## src/rtl/glia_pkg.sv

```systemverilog
// Shared constants and helpers for the glial routing cell.
// Side numbering is fixed: 0=N, 1=S, 2=W, 3=E; the opposite side is index^1.
package glia_pkg;
    localparam int SIDES  = 4;
    localparam int ASEL_W = $clog2(SIDES);
    localparam int DSEL_W = $clog2(SIDES + 1);
    localparam int ADDR_W = 4;

    // field addresses in the configuration bank
    localparam int ADDR_DEN_BASE = 0;
    localparam int ADDR_AX_BASE  = 4;
    localparam int ADDR_SYN_DEN  = 8;
    localparam int ADDR_SYN_AX   = 9;
    localparam int ADDR_WEIGHT   = 10;

    // dendritic code that picks the synapse output
    localparam logic [DSEL_W-1:0] DSEL_SYN = DSEL_W'(SIDES);

    // side across the cell from side s
    function automatic logic [ASEL_W-1:0] opposite(input int s);
        return ASEL_W'(s ^ 1);
    endfunction
endpackage

```

## src/rtl/glia_cfg_regs.sv

```systemverilog
// Configuration bank of the routing cell.
// One field is written per cycle, selected by addr; a write lands at the
// sampling edge. Assumes addresses above ADDR_WEIGHT are unused and ignored.
module glia_cfg_regs
    import glia_pkg::*;
#(
    parameter int PKT_W = 8
) (
    input  logic                           clk,
    input  logic                           rst_n,
    input  logic                           we,
    input  logic [ADDR_W-1:0]              addr,
    input  logic [PKT_W-1:0]               wdata,
    output logic [SIDES-1:0][DSEL_W-1:0]   den_sel,
    output logic [SIDES-1:0][ASEL_W-1:0]   ax_sel,
    output logic [ASEL_W-1:0]              syn_den_sel,
    output logic [ASEL_W-1:0]              syn_ax_sel,
    output logic [PKT_W-1:0]               weight
);

    // output switch fields: reset to straight-through, then addressed writes
    always_ff @(posedge clk) begin
        for (int s = 0; s < SIDES; s++) begin
            if (!rst_n) begin
                den_sel[s] <= DSEL_W'(opposite(s));
                ax_sel[s]  <= opposite(s);
            end else if (we) begin
                if (addr == ADDR_W'(ADDR_DEN_BASE + s))
                    den_sel[s] <= wdata[DSEL_W-1:0];
                if (addr == ADDR_W'(ADDR_AX_BASE + s))
                    ax_sel[s] <= wdata[ASEL_W-1:0];
            end
        end
    end

    // synapse fields: input selectors and weight
    always_ff @(posedge clk) begin
        if (!rst_n) begin
            syn_den_sel <= '0;
            syn_ax_sel  <= '0;
            weight      <= '0;
        end else if (we) begin
            if (addr == ADDR_W'(ADDR_SYN_DEN)) syn_den_sel <= wdata[ASEL_W-1:0];
            if (addr == ADDR_W'(ADDR_SYN_AX))  syn_ax_sel  <= wdata[ASEL_W-1:0];
            if (addr == ADDR_W'(ADDR_WEIGHT))  weight      <= wdata;
        end
    end

    generate
        for (genvar s = 0; s < SIDES; s++) begin : g_chk
            AST_CFG_DEN_WRITE: assert property (@(posedge clk) disable iff (!rst_n)
                (we && addr == ADDR_W'(ADDR_DEN_BASE + s)) |=> den_sel[s] == $past(wdata[DSEL_W-1:0]));
            AST_CFG_AX_WRITE: assert property (@(posedge clk) disable iff (!rst_n)
                (we && addr == ADDR_W'(ADDR_AX_BASE + s)) |=> ax_sel[s] == $past(wdata[ASEL_W-1:0]));
        end
    endgenerate

    AST_CFG_IGNORE: assert property (@(posedge clk) disable iff (!rst_n)
        (we && addr > ADDR_W'(ADDR_WEIGHT)) |=>
        ($stable(den_sel) && $stable(ax_sel) && $stable(syn_den_sel)
         && $stable(syn_ax_sel) && $stable(weight)));

endmodule

```

## src/rtl/glia_route_mux.sv

```systemverilog
// Registered many-to-one switch: q takes d[sel] at each edge.
// Codes at or above N_IN select a constant 0. Assumes N_IN <= 2**SEL_W.
module glia_route_mux #(
    parameter int N_IN  = 4,
    parameter int SEL_W = 2
) (
    input  logic              clk,
    input  logic              rst_n,
    input  logic [N_IN-1:0]   d,
    input  logic [SEL_W-1:0]  sel,
    output logic              q
);
    localparam int NPAD = 2 ** SEL_W;

    logic [NPAD-1:0] d_pad;

    // widen the input set so every code has a defined source
    generate
        if (N_IN < NPAD) begin : g_pad
            assign d_pad = {{(NPAD - N_IN){1'b0}}, d};
        end else begin : g_full
            assign d_pad = d;
        end
    endgenerate

    // pipeline register of the hop
    always_ff @(posedge clk) begin
        if (!rst_n) q <= 1'b0;
        else        q <= d_pad[sel];
    end
endmodule

```

## src/rtl/glia_serial_syn.sv

```systemverilog
// Bit-serial synapse. A spike in one frame arms an addition of the weight
// to the packet of the following frame, LSB first, carry kept across bits.
// Assumes frames of PKT_W cycles aligned to reset release.
module glia_serial_syn #(
    parameter int PKT_W = 8
) (
    input  logic             clk,
    input  logic             rst_n,
    input  logic             di,
    input  logic             spike,
    input  logic [PKT_W-1:0] weight,
    output logic             do_bit
);
    localparam int POS_W = (PKT_W > 1) ? $clog2(PKT_W) : 1;
    localparam logic [POS_W-1:0] LAST = POS_W'(PKT_W - 1);

    logic [POS_W-1:0] pos;
    logic             armed;
    logic             active;
    logic             carry;
    logic             w_bit;
    logic             sum;
    logic             cout;

    // full-adder slice on the current bit
    always_comb begin
        w_bit  = weight[pos];
        sum    = di ^ w_bit ^ carry;
        cout   = (di & w_bit) | (di & carry) | (w_bit & carry);
        do_bit = active ? sum : di;
    end

    // frame phase counter
    always_ff @(posedge clk) begin
        if (!rst_n)           pos <= '0;
        else if (pos == LAST) pos <= '0;
        else                  pos <= pos + 1'b1;
    end

    // arm on spike, start adding at the next frame boundary
    always_ff @(posedge clk) begin
        if (!rst_n) begin
            armed  <= 1'b0;
            active <= 1'b0;
            carry  <= 1'b0;
        end else if (pos == LAST) begin
            active <= armed | spike;
            armed  <= 1'b0;
            carry  <= 1'b0;
        end else begin
            armed  <= armed | spike;
            carry  <= active & cout;
        end
    end

    AST_SYN_FRAME_EDGE: assert property (@(posedge clk) disable iff (!rst_n)
        !$stable(active) |-> pos == '0);
    AST_SYN_FRESH_FRAME: assert property (@(posedge clk) disable iff (!rst_n)
        pos == '0 |-> (!armed && !carry));
endmodule

```

## src/rtl/glia_route_cell.sv

```systemverilog
// One glial routing tile: four registered axon switches, four registered
// dendrite switches with a synapse tap, and synapse input selectors, all
// steered by the configuration bank. Side bits: 0=N, 1=S, 2=W, 3=E.
module glia_route_cell
    import glia_pkg::*;
#(
    parameter int PKT_W = 8
) (
    input  logic               clk,
    input  logic               rst_n,
    input  logic               cfg_we,
    input  logic [3:0]         cfg_addr,
    input  logic [PKT_W-1:0]   cfg_wdata,
    input  logic [3:0]         ax_in,
    input  logic [3:0]         den_in,
    output logic [3:0]         ax_out,
    output logic [3:0]         den_out
);
    logic [SIDES-1:0][DSEL_W-1:0] den_sel;
    logic [SIDES-1:0][ASEL_W-1:0] ax_sel;
    logic [ASEL_W-1:0]            syn_den_sel;
    logic [ASEL_W-1:0]            syn_ax_sel;
    logic [PKT_W-1:0]             weight;
    logic                         syn_di;
    logic                         syn_spike;
    logic                         syn_do;
    logic [SIDES:0]               den_src;

    glia_cfg_regs #(.PKT_W(PKT_W)) cfg_i (
        .clk(clk), .rst_n(rst_n), .we(cfg_we), .addr(cfg_addr), .wdata(cfg_wdata),
        .den_sel(den_sel), .ax_sel(ax_sel), .syn_den_sel(syn_den_sel),
        .syn_ax_sel(syn_ax_sel), .weight(weight)
    );

    // synapse input selectors and dendrite source set
    always_comb begin
        syn_di    = den_in[syn_den_sel];
        syn_spike = ax_in[syn_ax_sel];
        den_src   = {syn_do, den_in};
    end

    glia_serial_syn #(.PKT_W(PKT_W)) syn_i (
        .clk(clk), .rst_n(rst_n), .di(syn_di), .spike(syn_spike),
        .weight(weight), .do_bit(syn_do)
    );

    generate
        for (genvar s = 0; s < SIDES; s++) begin : g_side
            glia_route_mux #(.N_IN(SIDES), .SEL_W(ASEL_W)) ax_mux_i (
                .clk(clk), .rst_n(rst_n), .d(ax_in), .sel(ax_sel[s]), .q(ax_out[s])
            );
            glia_route_mux #(.N_IN(SIDES + 1), .SEL_W(DSEL_W)) den_mux_i (
                .clk(clk), .rst_n(rst_n), .d(den_src), .sel(den_sel[s]), .q(den_out[s])
            );

            AST_AX_HOP: assert property (@(posedge clk) disable iff (!rst_n)
                $past(rst_n) |-> ax_out[s] == $past(ax_in[ax_sel[s]]));
            AST_DEN_HOP: assert property (@(posedge clk) disable iff (!rst_n)
                ($past(rst_n) && $past(den_sel[s]) < DSEL_SYN)
                |-> den_out[s] == $past(den_in[den_sel[s][ASEL_W-1:0]]));
            AST_DEN_SYN_TAP: assert property (@(posedge clk) disable iff (!rst_n)
                ($past(rst_n) && $past(den_sel[s]) == DSEL_SYN)
                |-> den_out[s] == $past(syn_do));
            AST_DEN_UNUSED_ZERO: assert property (@(posedge clk) disable iff (!rst_n)
                ($past(rst_n) && $past(den_sel[s]) > DSEL_SYN) |-> !den_out[s]);
        end
    endgenerate
endmodule

```

## config.mk

```make
export PLATFORM = sky130hd
export DESIGN_NAME = glia_route_cell
export DESIGN_NICKNAME = d
export VERILOG_FILES = /design/src/rtl/glia_pkg.sv /design/src/rtl/glia_cfg_regs.sv /design/src/rtl/glia_route_mux.sv /design/src/rtl/glia_serial_syn.sv /design/src/rtl/glia_route_cell.sv
export SDC_FILE = /design/constraint.sdc
export NUM_CORES = 1
export LEC_CHECK = 0
export BUFFER_PORTS_ARGS = -buffer_cell sky130_fd_sc_hd__buf_2
export CAP_MARGIN = 40
export CORE_UTILIZATION = 45
export CTS_BUF_LIST = sky130_fd_sc_hd__clkbuf_8
export CTS_CLUSTER_SIZE = 28
export DETAILED_ROUTE_END_ITERATION = 8
export GPL_TIMING_DRIVEN = 1
export PLACE_DENSITY = 0.65
export SYNTH_ARGS = -nofsm -noshare
export SYNTH_HDL_FRONTEND = slang
export SYNTH_HIERARCHICAL = 1
export SYNTH_SLANG_ARGS = --single-unit
```

## constraint.sdc

```tcl
create_clock -name clk -period 4.1 [get_ports clk]
set_clock_uncertainty 0.1 [all_clocks]
set_input_delay 1.23 -clock clk [delete_from_list [all_inputs] [get_ports clk]]
set_output_delay 1.23 -clock clk [all_outputs]
set_load 0.1 [all_outputs]
```

==> impl_metrics.json, run 1 <==
{
  "antenna_cells": 0,
  "timing_worst_slew_pin_value_ns": 0.5795,
  "grt_pass1_wl_um": 6962,
  "reg2reg_setup_slack_ns": 1.42,
  "detailroute.via_count": 1555,
  "synth_most_common_cell": "sky130_fd_sc_hd__dfxtp_1",
  "max-cap-violations": 0,
  "part_of_the_yosys_area_used_for_sequential_elements_pct": 42.99,
  "wire_per_inst_um": 14.04,
  "grtUsageTotal_pct": 18.13,
  "root_buffer": "sky130_fd_sc_hd__clkbuf_8",
  "post_cts.resized_instances": 0,
  "fmax_mhz": 332.9,
  "worst-endpoint-required_ns": 4.21,
  "post-cts-setup-buffer-count": 0,
  "synth.yosys.warnings": 6,
  "outcome": "complete, but fails checks",
  "number_of_levels_in_the_clock_h_tree": 2,
  "ant_nets": 0,
  "drt-pass1-iter-count": 6,
  "worst_hold_path.endpoint": "syn_i/armed",
  "kind_of_start_point_of_the_critical_path": "input port",
  "period_share_pct": 73.27,
  "holdPathStages": 2,
  "clk_pin_slew_ns": 0.08,
  "total_wirelength_um": 4129,
  "drc_markers": 3,
  "die-width_um": 71.00,
  "postLayoutCoreUtil_pct": 54.36,
  "synth-edff-count": 0,
  "grt_pass1_vias": 1465,
  "power.ir.vdd_worst_mv": 0.1705,
  "initial_core_util_pct": 47.87,
  "fillers": 400,
  "min_delay_src": "syn_i/armed",
  "violated_checks": "design-rule violations",
  "routability_congestion_estimate_from_global_placement": 0.7211,
  "grt_antenna_before_repair": 0,
  "syn_nets": 235,
  "cts-buffers-inserted": 5,
  "synth_top_area_cell": "sky130_fd_sc_hd__dfxtp_1",
  "clk-insertion-delay-late_ns": 0.29,
  "syn-cell-area_um2": 2142,
  "drtIter0Drc": 87,
  "area.growth.synth_to_final_pct": 13.55,
  "power_density_nw_per_um2": 348.8,
  "pre_cts_slack_ns": 0.7889,
  "holdBufCountCts": 0,
  "postSynthAreaPerCell_um2": 10.25,
  "grt_setup_unrepaired": "no",
  "io_pins": 31,
  "worst_r2r_startpoint": "syn_i/pos[0]",
  "clock_tree.buffer_depth": 2,
  "dp_hpwl_um": 2998,
  "syn-instance-count": 209,
  "unique_masters_post_synth": 27,
  "worst_ep_arrival_time_ns": 3.12,
  "fin_ws_ns": 1.096,
  "finish.net_count": 269,
  "globalRoute.totalOverflow": 0,
  "critPathMaxFanout": 5,
  "timing_worst_setup_path_type": "input port to flop",
  "cts.sink_count": 46,
  "synth_async_sr_flop_share_pct": 0,
  "synth_top_area_share_pct": 42.99,
  "most_frequent_cells_after_synthesis": "sky130_fd_sc_hd__dfxtp_1 (46), sky130_fd_sc_hd__nand2_1 (42), sky130_fd_sc_hd__mux2i_1 (38), sky130_fd_sc_hd__nor2_1 (12), sky130_fd_sc_hd__nor2b_1 (8)",
  "hold_class": "flop to flop",
  "maxSlewViolCount": 0,
  "dieArea_um2": 5040,
  "coreArea_um2": 4474,
  "grt_max_degree": 37,
  "via_per_inst": 5.289,
  "timing.final.setup_violations": 0,
  "timing.max_slew.rel_slack_pct": 61.37,
  "critical_path.endpoint_type": "flop",
  "tritoncts": "yes",
  "fp-row-count": 24,
  "final_hold_viol_count": 0,
  "regToRegEndpoint": "g_side[2].den_mux_i/q",
  "rr_worst_depth": 7,
  "share_of_final_layout_standard_cells_stronger_than_drive_strength_1_pct": 19.83,
  "yosys_most_used_dff": "sky130_fd_sc_hd__dfxtp_1",
  "totalNegativeSetupSlack_ns": 0,
  "finalCriticalPeriod_ns": 3.004,
  "ff_latch_count_synth": 46,
  "numPortBuffers": 30,
  "ys_top_cells_by_area": "sky130_fd_sc_hd__dfxtp_1 (43%), sky130_fd_sc_hd__mux2i_1 (18%), sky130_fd_sc_hd__nand2_1 (7.4%), sky130_fd_sc_hd__mux4_2 (6.3%), sky130_fd_sc_hd__mux4_1 (2.5%)",
  "die-height_um": 71.00,
  "leakagePower_nw": 1.043
}
==> critical path, stage by stage <==
cell and delay [ns]:
sky130_fd_sc_hd__buf_2 0.13, sky130_fd_sc_hd__mux4_2 0.49, sky130_fd_sc_hd__inv_1 0.10, sky130_fd_sc_hd__fa_1 0.38, sky130_fd_sc_hd__a21oi_1 0.30, sky130_fd_sc_hd__nor4bb_1 0.31, sky130_fd_sc_hd__nand2_1 0.08, sky130_fd_sc_hd__o221ai_1 0.10
==> area by class of cell <==
type / instances / area (um2) / share of cell area, %
Multi-Input combinational cell: 152 / 1172 / 48.20
Sequential cell: 46 / 920.9 / 37.86
Timing Repair Buffer: 33 / 172.7 / 7.099
Clock buffer: 6 / 82.58 / 3.395
Tap cell: 52 / 65.06 / 2.675
Inverter: 5 / 18.77 / 0.7716
==> cell usage in the layout (no fill, tap or decap), types with 3 or more instances in the layout <==
cell	synthesis	layout
sky130_fd_sc_hd__and2_1	6	6
sky130_fd_sc_hd__inv_1	5	5
sky130_fd_sc_hd__buf_4	1	3
sky130_fd_sc_hd__nand2b_1	4	4
sky130_fd_sc_hd__nand3b_1	6	6
sky130_fd_sc_hd__nor2b_1	8	8
sky130_fd_sc_hd__clkbuf_8	0	6
sky130_fd_sc_hd__mux4_2	6	6
sky130_fd_sc_hd__dfxtp_1	46	46
sky130_fd_sc_hd__a21oi_1	7	7
sky130_fd_sc_hd__o221ai_1	4	4
sky130_fd_sc_hd__mux2i_1	38	38
sky130_fd_sc_hd__nor3b_1	3	3
sky130_fd_sc_hd__nor4bb_1	4	4
sky130_fd_sc_hd__nand2_1	42	42
sky130_fd_sc_hd__nor2_1	12	12
sky130_fd_sc_hd__buf_2	2	30
==> flip-flops by register name (all words and copies together) (netlist names) <==
register,flops
cfg_i/syn_ax_sel,2
syn_i/active,1
cfg_i/ax_sel,8
syn_i/carry,1
cfg_i/syn_den_sel,2
syn_i/armed,1
cfg_i/weight,8
g_side.den_mux_i/q,4
syn_i/pos,3
cfg_i/den_sel,12
g_side.ax_mux_i/q,4
==> power breakdown <==
group / switching, mW / internal [mW]
clock: 0.137 / 0.130
combinational: 0.0777 / 0.0379
sequential: 0.00685 / 0.459
==> worst max-delay path by stage <==
stage,endpoint,cells after the start,start
finish,g_side[2].den_mux_i/q,8,den_in[3]
global route,g_side[3].den_mux_i/q,8,den_in[3]
CTS,g_side[2].den_mux_i/q,8,den_in[3]
detailed placement,g_side[2].den_mux_i/q,8,den_in[3]
global placement,g_side[3].den_mux_i/q,8,den_in[3]
floorplan,g_side[0].den_mux_i/q,7,den_in[3]
==> routing by layer <==
layer	GRT usage (%)	wire length [um]	up-vias
li1	-	-	802
met1	25.52	2036	719
met2	27.88	1901	28
met3	3.419	137	6
met4	6.667	53	0
met5	0	0	-
==> logic make-up (layout without fill, tap and decap cells) <==
logic type | after synthesis | count (layout) | share of synthesized area [%]
AND/OR/NAND/NOR | 91 | 91 | 22.49
multiplexers | 46 | 46 | 26.52
flip-flops | 46 | 46 | 42.99
AO/OA/AOI/OAI | 12 | 12 | 3.621
buffers and inverters | 11 | 44 | 2.278
adder cells (fa/ha/maj) | 3 | 3 | 2.103
==> metrics by stage <==
| stage | instance area (um2) | hold WS, ns | cells | power, mW |
|---|---|---|---|---|
| finish | 2432 | 0.3541 | 294 | 0.8485 |
| global route | 2432 | 0.3793 | 294 | 0.8887 |
| global placement | 2350 | 0.3397 | 288 | 0.5915 |
| detailed placement | 2350 | 0.3385 | 288 | 0.5926 |
| floorplan | 2142 | 0.3219 | 209 | 0.5569 |
| CTS | 2432 | 0.3576 | 294 | 0.8609 |
No activity file was read; power rests on OpenSTA's default activity.
==> run 2: changes to the inputs <==
==> constraint.sdc (replaced) <==
create_clock -name clk -period 3 [get_ports clk]
set_clock_uncertainty 0.1 [all_clocks]
set_input_delay 0.9 -clock clk [delete_from_list [all_inputs] [get_ports clk]]
set_output_delay 0.9 -clock clk [all_outputs]
set_load 0.1 [all_outputs]
==> impl_metrics.json, run 2 (synthesis results as in run 1) <==
{
  "drt-pass1-iter-count": 8,
  "max-cap-violations": 0,
  "worst_ep_arrival_time_ns": 2.72,
  "intPower_uw": 923.0,
  "largest-register": "cfg_i/den_sel",
  "post_cts.resized_instances": 0,
  "fillers": 406,
  "layout.cells.most_common_list": "sky130_fd_sc_hd__dfxtp_1 (46), sky130_fd_sc_hd__nand2_1 (42), sky130_fd_sc_hd__mux2i_1 (38)",
  "hold_class": "flop to flop",
  "worst-endpoint-required_ns": 3.11,
  "clk_pin_slew_ns": 0.08,
  "crit_path_top_delay_cell": "sky130_fd_sc_hd__mux4_1",
  "via_per_inst": 5.149,
  "grtUsageTotal_pct": 17.49,
  "power_density_nw_per_um2": 498.9,
  "most_frequent_standard_cell_in_the_layout_excluding_fill_and_tap_cells": "sky130_fd_sc_hd__dfxtp_1",
  "switching_share_pct": 25.05,
  "power.clock.fraction_pct": 35.4,
  "reg2reg_setup_slack_ns": 0.39,
  "timing_worst_setup_path_type": "flop to flop",
  "timing_worst_slew_pin_value_ns": 0.4883,
  "maxSlewViolCount": 0,
  "drtIter0Drc": 49,
  "setup.worst_path.start": "syn_i/pos[0]",
  "finalCriticalPeriod_ns": 2.611,
  "die-height_um": 71.00,
  "critPathMaxFanout": 4,
  "leakagePower_nw": 1.066,
  "met1Wirelength_um": 1945,
  "drc_markers": 2,
  "outcome": "complete, but fails checks",
  "clock_tree.buffer_depth": 2,
  "power.ir.vdd_worst_mv": 0.3434,
  "min_delay_src": "cfg_i/weight[0]",
  "area.growth.synth_to_final_pct": 15.25,
  "ant_nets": 0,
  "io_pins": 31,
  "holdBufCountCts": 0,
  "fp-row-count": 24,
  "share_of_final_layout_standard_cells_stronger_than_drive_strength_1_pct": 19.67,
  "grt_max_degree": 29,
  "timing.final.setup_violations": 0,
  "route.met3.wl_um": 137,
  "pre_cts_slack_ns": 0.07764,
  "flip_flop_count_of_the_largest_register_all_copies_and_words_added": 12,
  "worst_r2r_startpoint": "syn_i/pos[0]",
  "routability_congestion_estimate_from_global_placement": 0.7453,
  "dp_hpwl_um": 2980,
  "grt_antenna_before_repair": 0,
  "finish.net_count": 269,
  "grt_pass1_vias": 1499,
  "final_hold_viol_count": 0,
  "cts-buffers-inserted": 5,
  "comb_power_share_pct": 12.9,
  "p_switching_uw": 308.6,
  "timing.max_slew.rel_slack_pct": 67.67,
  "met2_length_um": 1866,
  "number_of_levels_in_the_clock_h_tree": 2,
  "power.sequential.fraction_pct": 51.7,
  "violated_checks": "design-rule violations",
  "globalRoute.totalOverflow": 0,
  "grt_pass1_wl_um": 6810,
  "initial_core_util_pct": 47.87,
  "wire_per_inst_um": 13.54,
  "critical_path.endpoint_type": "flop",
  "total_wirelength_um": 4007,
  "period_share_pct": 87.04,
  "dieArea_um2": 5040,
  "clk-insertion-delay-late_ns": 0.29,
  "kind_of_start_point_of_the_critical_path": "flop",
  "tritoncts": "yes",
  "grt_setup_unrepaired": "no",
  "cp_slowest_stage_delay_ns": 0.56,
  "largestRegisters": "cfg_i/den_sel x12, cfg_i/ax_sel x8, cfg_i/weight x8",
  "totalNegativeSetupSlack_ns": 0,
  "post-cts-setup-buffer-count": 0,
  "die-width_um": 71.00,
  "fin_ws_ns": 0.3887,
  "total_power_mw": 1.232,
  "crit_path_cell_trace": "mux4_1, mux2i_1, fa_1, a21oi_1, nor4bb_1, nand2_1, o221ai_1",
  "root_buffer": "sky130_fd_sc_hd__clkbuf_8",
  "numPortBuffers": 30,
  "antenna_cells": 0,
  "coreArea_um2": 4474,
  "highest-signal-layer": "met4",
  "fmax_mhz": 383.0,
  "detailroute.via_count": 1524,
  "cts.sink_count": 46
}
[run 2: changes by cell type in the layout (fill, tap and decap cells not counted), sizes merged]
cell and change:
bufinv +1, inv +2, clkbuf -1
[run 2: final timing paths]
| check | end | depth (start not counted) |
|---|---|---|
| worst min-delay path | cfg_i/weight[0] | 2 |
| worst max register to register | g_side[0].den_mux_i/q | 7 |
| worst min register to register | cfg_i/weight[0] | 2 |
| worst max-delay path | g_side[0].den_mux_i/q | 7 |
[run 2: cell type report]
cell class                 count  area, um2  area share (%)
clock buffer                   5      68.82           2.788
timing repair buffer          33      185.2           7.501
multi-input combinational    152       1172           47.49
clock inverter                 3      37.54           1.521
tap                           52      65.06           2.636
inverter                       5      18.77          0.7603
sequential                    46      920.9           37.30
[run 2: metal layers]
| layer | up-vias | track usage [%] |
|---|---|---|
| met5 | - | 0 |
| met2 | 27 | 28.63 |
| li1 | 802 | - |
| met3 | 6 | 3.419 |
| met4 | 0 | 7.111 |
| met1 | 689 | 22.76 |
[run 2: power by group through the flow]
stage          clock network (mW)  registers (mW)  logic (mW)
5_1_grt                     0.465           0.638       0.173
6_report                    0.437           0.636       0.159
2_1_floorplan                   0           0.698      0.0627
3_5_place_dp                    0           0.651       0.161
3_3_place_gp                    0           0.651       0.159
4_1_cts                     0.449           0.636       0.161
[run 2: stage by stage]
| stage | area [um2] | hold WS (ns) | util, % | std cells |
|---|---|---|---|---|
| 4_1_cts | 2469 | 0.3665 | 55.17 | 296 |
| 3_5_place_dp | 2362 | 0.3500 | 52.80 | 288 |
| 6_report | 2469 | 0.3591 | 55.17 | 296 |
| 3_3_place_gp | 2362 | 0.3409 | 52.80 | 288 |
| 5_1_grt | 2469 | 0.3740 | 55.17 | 296 |
| 2_1_floorplan | 2142 | 0.3219 | - | 209 |
[run 2: worst max-delay path, delay by kind of cell (launching register included)]
kind	cells	cell delay (ns)
multiplexers	2	0.83
adder cells (fa/ha/maj)	1	0.46
flip-flops	1	0.41
AND/OR/NAND/NOR	2	0.39
AO/OA/AOI/OAI	2	0.34
